$ cat config.mk
export PLATFORM = sky130hd
export DESIGN_NAME = phy_mgmt_ctrl
export DESIGN_NICKNAME = d
export VERILOG_FILES = /design/src/rtl/phy_mgmt_pkg.sv /design/src/rtl/phy_mgmt_clkdiv.sv /design/src/rtl/phy_mgmt_shifter.sv /design/src/rtl/phy_mgmt_regs.sv /design/src/rtl/phy_mgmt_ctrl.sv
export SDC_FILE = /design/constraint.sdc
export NUM_CORES = 1
export LEC_CHECK = 0
export BUFFER_PORTS_ARGS = -buffer_cell sky130_fd_sc_hd__buf_2
export CORE_UTILIZATION = 57
export DETAILED_ROUTE_END_ITERATION = 8
export MAX_ROUTING_LAYER = met4
export PLACE_DENSITY = 0.79
export RECOVER_POWER = 100
export SKIP_CTS_REPAIR_TIMING = 1
export SYNTH_ARGS = -nofsm -noshare
export SYNTH_HDL_FRONTEND = slang
export SYNTH_HIERARCHICAL = 1
export SYNTH_SLANG_ARGS = --single-unit
$ cat constraint.sdc
create_clock -name clk -period 2.75 [get_ports clk]
set_input_delay 0.1375 -clock clk [delete_from_list [all_inputs] [get_ports clk]]
set_output_delay 0.1375 -clock clk [all_outputs]
set_load 0.005 [all_outputs]
$ cat src/rtl/phy_mgmt_pkg.sv
package phy_mgmt_pkg;

  localparam int PRE_BITS   = 32;
  localparam int FRAME_BITS = PRE_BITS + 32;
  localparam int TA_POS     = PRE_BITS + 14;
  localparam int DATA_POS   = PRE_BITS + 16;

  localparam int CMD_RD_BIT = 14;
  localparam int CMD_WR_BIT = 13;

  typedef enum logic [1:0] {
    OP_WR = 2'b01,
    OP_RD = 2'b10
  } mgmt_op_e;

  typedef struct packed {
    mgmt_op_e    op;
    logic [4:0]  phy;
    logic [4:0]  regad;
    logic [15:0] wdata;
  } mgmt_cmd_t;

  function automatic logic [FRAME_BITS-1:0] frame_of(mgmt_cmd_t c);
    logic [1:0]  ta;
    logic [15:0] body;
    ta   = (c.op == OP_RD) ? 2'b11 : 2'b10;
    body = (c.op == OP_RD) ? 16'hFFFF : c.wdata;
    return {{PRE_BITS{1'b1}}, 2'b01, c.op, c.phy, c.regad, ta, body};
  endfunction

endpackage

$ cat src/rtl/phy_mgmt_clkdiv.sv
module phy_mgmt_clkdiv #(
  parameter int CLK_DIV = 8
) (
  input  logic clk,
  input  logic rst_n,
  input  logic run,
  output logic mdc,
  output logic bit_start,
  output logic sample_pt,
  output logic bit_end
);
  localparam int HALF = CLK_DIV / 2;
  localparam int CW   = $clog2(CLK_DIV);

  logic [CW-1:0] cnt_q, cnt_nx;

  always_comb begin
    if (!run || cnt_q == CW'(CLK_DIV - 1)) cnt_nx = '0;
    else                                   cnt_nx = cnt_q + 1'b1;
  end

  always_ff @(posedge clk or negedge rst_n) begin
    if (!rst_n) begin
      cnt_q <= '0;
      mdc   <= 1'b0;
    end else begin
      cnt_q <= cnt_nx;
      mdc   <= run && (cnt_nx >= CW'(HALF));
    end
  end

  assign bit_start = run && (cnt_q == '0);
  assign sample_pt = run && (cnt_q == CW'(HALF));
  assign bit_end   = run && (cnt_q == CW'(CLK_DIV - 1));

endmodule

$ cat src/rtl/phy_mgmt_shifter.sv
module phy_mgmt_shifter
  import phy_mgmt_pkg::*;
(
  input  logic        clk,
  input  logic        rst_n,
  input  logic        start,
  input  mgmt_cmd_t   cmd,
  input  logic        bit_start,
  input  logic        sample_pt,
  input  logic        bit_end,
  input  logic        mdio_i,
  output logic        busy,
  output logic        mdio_o,
  output logic        mdio_oe,
  output logic        frame_done,
  output logic        done_rd,
  output logic [15:0] rd_word
);
  localparam int BW = $clog2(FRAME_BITS);

  logic [FRAME_BITS-1:0] sh_q;
  logic [BW-1:0]         idx_q;
  logic                  rd_q;
  logic                  last_bit;

  assign last_bit   = (idx_q == BW'(FRAME_BITS - 1));
  assign frame_done = busy && bit_end && last_bit;
  assign done_rd    = rd_q;

  always_ff @(posedge clk or negedge rst_n) begin
    if (!rst_n) begin
      busy    <= 1'b0;
      sh_q    <= '0;
      idx_q   <= '0;
      rd_q    <= 1'b0;
      rd_word <= '0;
      mdio_o  <= 1'b0;
      mdio_oe <= 1'b0;
    end else if (start) begin
      busy  <= 1'b1;
      sh_q  <= frame_of(cmd);
      idx_q <= '0;
      rd_q  <= (cmd.op == OP_RD);
    end else if (busy) begin
      if (bit_start) begin
        mdio_o  <= sh_q[FRAME_BITS-1];
        mdio_oe <= !(rd_q && idx_q >= BW'(TA_POS));
        sh_q    <= {sh_q[FRAME_BITS-2:0], 1'b0};
      end
      if (sample_pt && rd_q && idx_q >= BW'(DATA_POS))
        rd_word <= {rd_word[14:0], mdio_i};
      if (bit_end) begin
        if (last_bit) begin
          busy    <= 1'b0;
          mdio_oe <= 1'b0;
          mdio_o  <= 1'b0;
        end else begin
          idx_q <= idx_q + 1'b1;
        end
      end
    end
  end

endmodule

$ cat src/rtl/phy_mgmt_regs.sv
module phy_mgmt_regs
  import phy_mgmt_pkg::*;
(
  input  logic        clk,
  input  logic        rst_n,
  input  logic        bus_cs,
  input  logic        bus_we,
  input  logic        bus_addr,
  input  logic [31:0] bus_wdata,
  output logic [31:0] bus_rdata,
  input  logic        busy,
  input  logic        frame_done,
  input  logic        done_rd,
  input  logic [15:0] rd_word,
  output logic        start,
  output mgmt_cmd_t   cmd,
  output logic        rd_flag,
  output logic        wr_flag
);
  logic        wr_cmd, rd_stat, go_rd, go_wr;
  logic [15:0] rdata_q;

  assign wr_cmd  = bus_cs && bus_we && !bus_addr;
  assign rd_stat = bus_cs && !bus_we && bus_addr;
  assign go_rd   = bus_wdata[CMD_RD_BIT];
  assign go_wr   = bus_wdata[CMD_WR_BIT];
  assign start   = wr_cmd && !busy && (go_rd ^ go_wr);

  always_comb begin
    cmd.op    = go_rd ? OP_RD : OP_WR;
    cmd.phy   = bus_wdata[4:0];
    cmd.regad = bus_wdata[12:8];
    cmd.wdata = bus_wdata[31:16];
  end

  always_ff @(posedge clk or negedge rst_n) begin
    if (!rst_n) begin
      rd_flag <= 1'b0;
      wr_flag <= 1'b0;
      rdata_q <= '0;
    end else begin
      if (frame_done && done_rd)       rd_flag <= 1'b1;
      else if (rd_stat)                rd_flag <= 1'b0;
      if (frame_done && !done_rd)      wr_flag <= 1'b1;
      else if (rd_stat)                wr_flag <= 1'b0;
      if (frame_done && done_rd)       rdata_q <= rd_word;
    end
  end

  assign bus_rdata = rd_stat ? {rdata_q, 13'b0, busy, rd_flag, wr_flag} : 32'h0;

endmodule

$ cat src/rtl/phy_mgmt_ctrl.sv
module phy_mgmt_ctrl
  import phy_mgmt_pkg::*;
#(
  parameter int CLK_DIV = 8
) (
  input  logic        clk,
  input  logic        rst_n,
  input  logic        bus_cs,
  input  logic        bus_we,
  input  logic        bus_addr,
  input  logic [31:0] bus_wdata,
  output logic [31:0] bus_rdata,
  output logic        mdc,
  output logic        mdio_o,
  output logic        mdio_oe,
  input  logic        mdio_i
);
  logic        busy, start, frame_done, done_rd;
  logic        bit_start, sample_pt, bit_end;
  logic        rd_flag, wr_flag;
  logic [15:0] rd_word;
  mgmt_cmd_t   cmd;

  phy_mgmt_regs u_regs (
    .clk, .rst_n, .bus_cs, .bus_we, .bus_addr, .bus_wdata, .bus_rdata,
    .busy, .frame_done, .done_rd, .rd_word,
    .start, .cmd, .rd_flag, .wr_flag
  );

  phy_mgmt_clkdiv #(.CLK_DIV(CLK_DIV)) u_div (
    .clk, .rst_n, .run(busy), .mdc, .bit_start, .sample_pt, .bit_end
  );

  phy_mgmt_shifter u_shift (
    .clk, .rst_n, .start, .cmd, .bit_start, .sample_pt, .bit_end, .mdio_i,
    .busy, .mdio_o, .mdio_oe, .frame_done, .done_rd, .rd_word
  );

endmodule

Word level (Yosys, flattened, before mapping)
Cells that the tools add are included.
{"block": "word_totals", "elab_cells": 82, "out_inout_bits": 35, "in_bits": 38, "ff_bits": 112}
{"block": "classes", "n_eq_ne": 5, "magnitude_cmp": 3, "mux": 25, "bitwise_logic": 2, "n_addsub": 2, "n_reduce_logical": 33}
{"op": "$mux 64", "n": 3}
{"op": "$mux 32", "n": 1}
{"op": "$mux 6", "n": 4}
{"op": "$logic_and 1x1->1", "n": 17}
{"op": "$mux 16", "n": 1}
{"op": "$mux 1", "n": 14}
{"op": "$ge 6x6->1 const B", "n": 2}
{"op": "$reduce_bool 2->1", "n": 5}
{"op": "$add 6x1->6 const B", "n": 1}
{"op": "$eq 3x3->1 const B", "n": 2}
{"op": "$eq 6x6->1 const B", "n": 1}
{"op": "$reduce_and 3->1", "n": 2}
{"op": "$logic_not 1->1", "n": 5}
{"op": "$reduce_and 2->1", "n": 2}
{"op": "$add 3x1->3 const B", "n": 1}
{"op": "$ge 3x3->1 const B", "n": 1}
{"op": "$logic_not 3->1", "n": 1}
{"op": "$mux 3", "n": 1}
{"op": "$eq 2x2->1 const B", "n": 1}
{"op": "$mux 2", "n": 1}
{"op": "$ne 2x2->1 const B", "n": 1}
{"op": "$logic_or 1x1->1", "n": 1}
{"op": "$not 1->1", "n": 1}
{"op": "$xor 1x1->1", "n": 1}

Longest topological paths before layout
Gate-level depths: netlist of run 1.
{"block": "depth", "ltp_word": 6, "depth_mapped": 9, "mapped_depth_nobuf": 8}

Hierarchy
The synthesis of run 1 kept the hierarchy.
{"mod": "phy_mgmt_shifter", "instances": 1, "area_per_inst_um2": 3948.8, "seq_area_each_um2": 2252.2, "cells_each": 361}
{"mod": "phy_mgmt_regs", "instances": 1, "area_per_inst_um2": 1171.1, "seq_area_each_um2": 450.4, "cells_each": 108}
{"mod": "phy_mgmt_clkdiv", "instances": 1, "area_per_inst_um2": 206.4, "seq_area_each_um2": 100.1, "cells_each": 16}

Worst setup path before layout of run 1
OpenSTA, ideal clock, no wires.
{"block": "synth_timing", "path_type": "register to register", "startpoint": "reg u_div.cnt_q[0]", "endpoint": "reg u_regs.rdata_q[10]", "t_required_ns": 2.625, "setup_slack_ns": 0.714, "n_path_buf": 1, "stages_incl_launch_ff": 10, "arrival_ns": 1.911, "setup_ns": 0.125, "period_less_slack_ns": 2.036, "cell_sequence": "dfrtp_1 ha_1 ha_1 and2_2 and3_1 nand2_1 inv_1 nand2_4 buf_6 mux2_4"}
{"block": "synth_via", "elab_chain_cells": 5}
{"element": "from (decl)", "line_no": "phy_mgmt_clkdiv.sv:15", "text": "logic [CW-1:0] cnt_q, cnt_nx;"}
{"element": "from (signal assigned)", "line_no": "phy_mgmt_clkdiv.sv:27", "text": "cnt_q <= cnt_nx;"}
{"element": "$eq 3x3->1", "line_no": "phy_mgmt_clkdiv.sv:34", "text": "assign bit_end = run && (cnt_q == CW'(CLK_DIV - 1));"}
{"element": "$logic_and 1x1->1", "line_no": "phy_mgmt_clkdiv.sv:34"}
{"element": "named net bit_end", "line_no": "phy_mgmt_ctrl.sv:19", "text": "logic bit_start, sample_pt, bit_end;"}
{"element": "$logic_and 1x1->1 (2 in series)", "line_no": "phy_mgmt_shifter.sv:27", "text": "assign frame_done = busy && bit_end && last_bit;"}
{"element": "named net frame_done", "line_no": "phy_mgmt_ctrl.sv:18", "text": "logic busy, start, frame_done, done_rd;"}
{"element": "$logic_and 1x1->1", "line_no": "phy_mgmt_regs.sv:46", "text": "if (frame_done && done_rd) rdata_q <= rd_word;"}
{"element": "to (signal assigned)", "line_no": "phy_mgmt_regs.sv:46"}
{"element": "to (decl)", "line_no": "phy_mgmt_regs.sv:21", "text": "logic [15:0] rdata_q;"}
The timed path passes the listed nets, and every way through them passes these cells.
A chain may end at the register's enable or synchronous reset.

Final worst setup path of run 1
{"block": "layout_timing", "startpoint": "reg u_div.cnt_q[0]", "endpoint": "reg u_shift.sh_q[29]"}
{"block": "layout_via", "elab_chain_cells": 4}
{"element": "$logic_not 3->1", "line_no": "phy_mgmt_clkdiv.sv:32", "text": "assign bit_start = run && (cnt_q == '0);"}
{"element": "$logic_and 1x1->1", "line_no": "phy_mgmt_clkdiv.sv:32"}
{"element": "named net bit_start", "line_no": "phy_mgmt_ctrl.sv:19"}
{"element": "$reduce_bool 2->1 (no source line)"}
{"element": "$reduce_and 2->1 (no source line)"}
{"element": "to (signal assigned)", "line_no": "phy_mgmt_shifter.sv:41", "text": "sh_q <= frame_of(cmd);"}
{"element": "to (signal assigned)", "line_no": "phy_mgmt_shifter.sv:48", "text": "sh_q <= {sh_q[FRAME_BITS-2:0], 1'b0};"}
{"element": "to (decl)", "line_no": "phy_mgmt_shifter.sv:21", "text": "logic [FRAME_BITS-1:0] sh_q;"}
The timed path passes the listed nets, and every way through them passes these cells.

==> results of run 1 <==
[flip-flops by register name, summed over array words and instances (netlist names), 3 cells and up]
signal,count
u_shift/sh_q,64
u_regs/rdata_q,16
u_shift/rd_word,16
u_shift/idx_q,6
u_div/cnt_q,3
[where the power goes]
part           internal [mW]  switching (mW)  total, mW
registers               2.21           0.341       2.55
clock network          0.545           0.551       1.10
logic                  0.745           0.843       1.59
[worst max-delay path by stage]
stage                                     end  slack [ns]
2_1_floorplan  u_regs/rdata_q[10]$_DFFE_PN0P_        0.71
3_3_place_gp    u_regs/rdata_q[3]$_DFFE_PN0P_        0.59
3_5_place_dp    u_regs/rdata_q[1]$_DFFE_PN0P_        0.52
4_1_cts        u_regs/rdata_q[15]$_DFFE_PN0P_        0.50
5_1_grt          u_shift/sh_q[29]$_DFFE_PN0P_        0.24
6_report         u_shift/sh_q[29]$_DFFE_PN0P_        0.46
[cell usage after synthesis, types with 2 or more instances]
master / count
a211o_1: 2
a21oi_1: 5
a31oi_1: 2
and2_1: 19
and3_1: 4
and3b_1: 5
buf_1: 5
buf_2: 6
buf_4: 41
buf_6: 2
clkbuf_1: 15
dfrtp_1: 112
ha_1: 5
inv_1: 12
mux2_1: 16
mux2_2: 22
mux2_4: 10
mux2i_1: 13
nand2_1: 53
nand3_1: 70
nor2_1: 10
o21ai_0: 15
o22a_1: 14
o22ai_1: 2
xnor2_1: 3
[area by class of cell]
class | count | area [µm²]
Clock buffer | 10 | 137.6
Clock inverter | 5 | 88.84
Fill cell | 710 | 3128
Inverter | 13 | 48.80
Multi-Input combinational cell | 303 | 2039
Sequential cell | 112 | 2803
Tap cell | 108 | 135.1
Timing Repair Buffer | 80 | 510.5
[logic make-up (layout without fill, tap and decap cells)]
group                    count (synthesis)  in the layout  synth area share [%]
buffers and inverters                   82            108                 9.091
multiplexers                            61             61                 13.30
adder cells (fa/ha/maj)                  5              5                 1.175
XOR/XNOR                                 3              3                0.4934
flip-flops                             112            112                 52.62
other                                    1             13               0.07040
AND/OR/NAND/NOR                        174            174                 16.87
AO/OA/AOI/OAI                           47             47                 6.390
[per-stage QoR]
step / utilization [%] / power, mW
after floorplan: - / 3.802
after global placement: 61.16 / 4.048
after detailed placement: 61.16 / 4.167
after CTS: 63.71 / 5.266
after global routing: 64.82 / 5.607
final: 64.82 / 5.238
[per-layer routing]
metal / track usage (%) / routed length, µm / vias up
met2: 35.05 / 4810 / 60
met1: 25.38 / 4071 / 1762
met5: - / 0 / -
met4: 9.529 / 205 / 0
li1: - / - / 1672
met3: 2.837 / 243 / 18
[cells in the final DEF, fill, tap and decap left out, drive strengths merged]
| cell type | n |
|---|---|
| a221oi | 1 |
| o22a | 14 |
| o22ai | 2 |
| a211oi | 1 |
| o21ai | 16 |
| o21a | 1 |
| ha | 5 |
| a21o | 1 |
| nor2b | 1 |
| bufinv | 2 |
| and4 | 1 |
| mux2 | 48 |
| nor3b | 1 |
| nand2 | 54 |
| xnor2 | 3 |
| conb | 13 |
| and3 | 4 |
| clkbuf | 14 |
| nor4b | 1 |
| nor4 | 2 |
| inv | 15 |
| buf | 60 |
| mux2i | 13 |
| o21bai | 1 |
| a211o | 2 |
| nand3 | 70 |
| dlygate4sd3 | 16 |
| nor2 | 11 |
| and2 | 21 |
| a31oi | 2 |
| a21oi | 5 |
| dfrtp | 112 |
| nand3b | 1 |
| and3b | 5 |
| nor3 | 1 |
| clkinv | 1 |
| a2111oi | 1 |
| nand4 | 1 |
[critical path, cell delays in order (launching register included)]
cell	delay [ns]
dfrtp_1	0.38
inv_1	0.05
ha_1	0.20
and3b_1	0.18
nand2_2	0.37
clkbuf_2	0.60
mux2i_1	0.25
o21ai_0	0.10
==> results.md, run 1 <==
* RSZ-0062 raised after global routing: false
* Top cells by area, synth: dfrtp_1, nand3_1, buf_4, mux2_2, nand2_1
* Peak supply drop at 0.5027 mV
* Die X at 98.67 µm
* Startpoint types: flop
* PD cells at 909.0 mW/mm²
* Area share of the largest cell type after synthesis at 52.62%
* Final setup viols at 0
* Synthesized area at 0.005326 mm²
* DR vias at 3512
* First-pass GRT wire length at 15720 µm
* CTS tree: done
* FP Rows at 34
* Antenna Nets Post-Route at 0
* Global Route Usage Sum at 20.91%
* Design Area, Final at 0.005763 mm²
* Dominant synthesized flop cell: dfrtp_1
* # clock sinks at 112
* Pleak at 2.892 nW
* Worst hold endpoint: u_shift/sh_q[20]$_DFFE_PN0P_
* Min Hold Slack at -0.009077 ns
* Clk_lat worst skew at 0.37 ns
* Antenna violations before repair at 0
* Fin Setup TNS at 0 ns
* Status: finished with violations
* Clock buffer depth at 2
* ANT cells at 0
* Ports at 73
* Critical path class: flop to flop
* Final GP Congestion at 0.7564
* Root Driver: clkbuf_8
* Critical path arrival at 2.52 ns
* Largest net degree at the start of global routing at 56
* DR DRC count at 0
* Hold_sp: bus_wdata[10]
* Critical Path Fanout Max at 34
* Beginning of the critical path: u_div/cnt_q[0]$_DFF_PN0_
* Crit share post-route at 83.27%
* Total grt overflow at 0
* DRT Pass-1 Iters at 4
* Worst flop-to-flop path endpoint: u_shift/sh_q[29]$_DFFE_PN0P_
* FMAX at 436.7 MHz
* Asr flop ratio synth at 100.0%
* Failing checks: hold timing, capacitance limit, slew limit
* Syn. warnings at 6
* Vias in the first global route at 3516
* Register area share after synthesis at 52.62%
* CP endpoint kind: flop
* Post-synth cell types at 47
* Number of DRC markers in iteration 0 at 147
* FF+latch count, synth at 112
* Avg Cell Area, Syn at 10.98 µm²
* Routed vias/inst at 5.566
* Post-layout min period at 2.290 ns
* Final Non-Filler Cells at 631
* Initial Util at 59.91%
* Die area at 0.009735 mm²
* Final Max Slew Viols at 33
* Port-buffer cells at 55
* Final #Nets at 562
* Final hold violation count at 3
* DRT Wirelength at 9331 µm
* Share of post-route cells with drive strength above 1 at 20.84%
* Max H-tree Level at 3
* Worst-path clk slew at 0.10 ns
* Hold Path Depth at 3
* Placed Cells at 600
* Min-delay worst type: input port to flop
* Post-Syn Instances at 485
* Num CTS Buffers at 9
* Worst-Margin Slew at 1.814 ns
* R2R Setup Slk at 0.46 ns
* Biggest area consumer among synthesized cells: dfrtp_1
* Setup WS post-layout at 0.4602 ns
* Post-synth EDFFs at 0
* Dpl cell area at 0.005438 mm²
* Die height at 98.67 µm
* Worst Reg-to-Reg Cells at 7
* Area growth syn-to-layout at 8.198%
* HPWL Detailed at 5932 µm
* Setup Skew at 0.01041 ns
* Place WS at 0.5235 ns
* Crit path required time at 2.98 ns
* Core footprint at 0.008891 mm²
* Worst r2r src: u_div/cnt_q[0]$_DFF_PN0_
* Routed len/inst at 14.79 µm
* Max Cap Viol at 1
* Slew HR at -20.93%
Note: power is estimated with default switching activity, not from simulation.
==> inputs of run 2 (changes only) <==
- clock period: 2.75 -> 2.32 ns (I/O delays scaled with it)
==> run 2 against run 1 <==
Effect of this change:
- largest cell class unchanged
- cell count is 1.9% higher
- largest power group unchanged
- combinational power increased by 18%
- via count up 1.0%
- the flow finishes with violations (hold timing)
- worst setup slack lost 0.30 ns
- flip-flop and latch count stayed put
- clock skew increased by 0.0052 ns
- sequential power increased by 19%
- die area did not move
- worst hold slack improved by 0.0065 ns
- final area rose by 0.96%
- clock power hardly changed
- global-route usage rose by 0.15 points
==> results.md, run 2 (synthesis results as in run 1) <==
* Crit path required time at 2.58 ns (was 2.98 ns)
* Max H-tree Level at 3 (unchanged)
* Net switching power at 2.068 mW (was 1.735 mW)
* Critical path arrival at 2.42 ns (was 2.52 ns)
* Crit share post-route at 93.12% (was 83.27%)
* Port-buffer cells at 55 (unchanged)
* DRT Wirelength at 9478 µm (was 9331 µm)
* Peak supply drop at 0.7132 mV (was 0.5027 mV)
* Ports at 73 (unchanged)
* Min-delay worst type: input port to flop (unchanged)
* Clk_lat worst skew at 0.38 ns (was 0.37 ns)
* Combinational Power Share at 31.2% (was 30.3%)
* Reg with most FFs: u_shift/sh_q (unchanged)
* Final Max Slew Viols at 0 (was 33)
* Pleak at 2.906 nW (was 2.892 nW)
* Number of DRC markers in iteration 0 at 264 (was 147)
* Num CTS Buffers at 9 (unchanged)
* Core footprint at 0.008891 mm² (unchanged)
* Sequential power share at 50.4% (was 48.8%)
* Routed len/inst at 14.74 µm (was 14.79 µm)
* First-pass GRT wire length at 15770 µm (was 15720 µm)
* Min Hold Slack at -0.002593 ns (was -0.009077 ns)
* Largest registers: u_shift/sh_q x64, u_regs/rdata_q x16, u_shift/rd_word x16 (unchanged)
* Setup Skew at 0.01564 ns (was 0.01041 ns)
* # clock sinks at 112 (unchanged)
* FMAX at 462.9 MHz (was 436.7 MHz)
* FILL cells at 657 (was 710)
* Int Pwr at 3.960 mW (was 3.504 mW)
* Post-layout min period at 2.160 ns (was 2.290 ns)
* Vias in the first global route at 3416 (was 3516)
* DR DRC count at 0 (unchanged)
* FP Rows at 34 (unchanged)
* Largest net degree at the start of global routing at 53 (was 56)
* Die X at 98.67 µm (unchanged)
* CTS tree: done (unchanged)
* Root Driver: clkbuf_8 (unchanged)
* Initial Util at 59.91% (unchanged)
* Total power at 6.028 mW (was 5.238 mW)
* Clock network power share at 18.4% (was 20.9%)
* Share of post-route cells with drive strength above 1 at 19.63% (was 20.84%)
* Final setup viols at 0 (unchanged)
* Worst-Margin Slew at 1.278 ns (was 1.814 ns)
* Status: finished with violations (unchanged)
* Worst Reg-to-Reg Cells at 8 (was 7)
* Final #Nets at 573 (was 562)
* Die area at 0.009735 mm² (unchanged)
* Routed vias/inst at 5.518 (was 5.566)
* ANT cells at 0 (unchanged)
* Antenna Nets Post-Route at 0 (unchanged)
* Max Cap Viol at 0 (was 1)
* Fin Setup TNS at 0 ns (unchanged)
* Global Route Usage Sum at 21.06% (was 20.91%)
* Die height at 98.67 µm (unchanged)
* DR vias at 3548 (was 3512)
* Antenna violations before repair at 0 (unchanged)
* Critical Path Fanout Max at 17 (was 34)
* Worst-path clk slew at 0.11 ns (was 0.10 ns)
* PD cells at 1036 mW/mm² (was 909.0 mW/mm²)
* Final hold violation count at 1 (was 3)
* Total grt overflow at 0 (unchanged)
* Slew HR at 14.81% (was -20.93%)
* Final GP Congestion at 0.7806 (was 0.7564)
* Sw Ratio at 34.31% (was 33.11%)
* Hold Path Depth at 3 (unchanged)
* Startpoint types: flop (unchanged)
* Area growth syn-to-layout at 9.232% (was 8.198%)
* Max reg flops at 64 (unchanged)
* Most common cell after layout, fill and taps aside: dfrtp_1 (unchanged)
* R2R Setup Slk at 0.16 ns (was 0.46 ns)
* Most frequent cells in the layout: dfrtp_1, nand3_1, nand2_1, buf_2, dlygate4sd3_1 (was dfrtp_1, nand3_1, buf_2, nand2_1, mux2_1)
* DRT Pass-1 Iters at 4 (unchanged)
* Failing checks: hold timing (was hold timing, capacitance limit, slew limit)
* Clock buffer depth at 2 (unchanged)
* RSZ-0062 raised after global routing: false (unchanged)
* CP endpoint kind: flop (unchanged)
* HPWL Detailed at 5925 µm (was 5932 µm)
* Critical path class: flop to flop (unchanged)
[run 2: worst max-delay path, stage by stage (launching register included)]
cell     delay (ns)
dfrtp_1        0.39
ha_1           0.17
ha_1           0.22
and2_0         0.19
and3_1         0.24
nand2_1        0.12
inv_1          0.21
nand2_8        0.16
mux2_1         0.35
[run 2: final timing paths]
kind,start,end
max,u_div/cnt_q[0]$_DFF_PN0_,u_regs/rdata_q[10]$_DFFE_PN0P_
min,bus_wdata[16],u_shift/sh_q[0]$_DFFE_PN0P_
max reg2reg,u_div/cnt_q[0]$_DFF_PN0_,u_regs/rdata_q[10]$_DFFE_PN0P_
min reg2reg,u_div/cnt_q[0]$_DFF_PN0_,u_div/cnt_q[0]$_DFF_PN0_
max in group asynchronous,rst_n,u_shift/rd_word[15]$_DFFE_PN0P_
min in group asynchronous,rst_n,u_shift/sh_q[21]$_DFFE_PN0P_
[run 2: per-layer routing]
layer  global-route usage (%)  share of wire (%)  vias to the layer above
met5                        -                  0                        -
met4                    7.463                1.9                        0
met3                    4.043                3.1                       15
met2                    33.37                 50                       74
met1                    27.39                 45                     1759
li1                         -                  -                     1700
[run 2: layout make-up]
type                       count  area (µm²)  area share (%)
inverter                      13       48.80          0.8387
multi-input combinational    303        2022           34.75
timing repair buffer          91       620.6           10.67
sequential                   112        2803           48.17
clock inverter                 6       51.30          0.8817
tap                          108       135.1           2.323
clock buffer                  10       137.6           2.366
[run 2: power by group through the flow]
stage	clock network [mW]	logic, mW	registers [mW]
after global placement	0	1.79	3.03
after global routing	1.22	2.14	3.13
final	1.11	1.88	3.04
after CTS	1.13	1.90	3.03
after detailed placement	0	1.89	3.07
after floorplan	0	1.56	2.95
[run 2: stage by stage]
| stage | setup WS (ns) | instances | cell area [µm²] | util, % |
|---|---|---|---|---|
| CTS | 0.08534 | 617 | 5647 | 63.51 |
| finish | 0.1597 | 643 | 5818 | 65.44 |
| global route | 0.03738 | 643 | 5818 | 65.44 |
| detailed placement | 0.09780 | 601 | 5458 | 61.38 |
| floorplan | 0.2837 | 497 | 5371 | - |
| global placement | 0.1851 | 601 | 5458 | 61.38 |
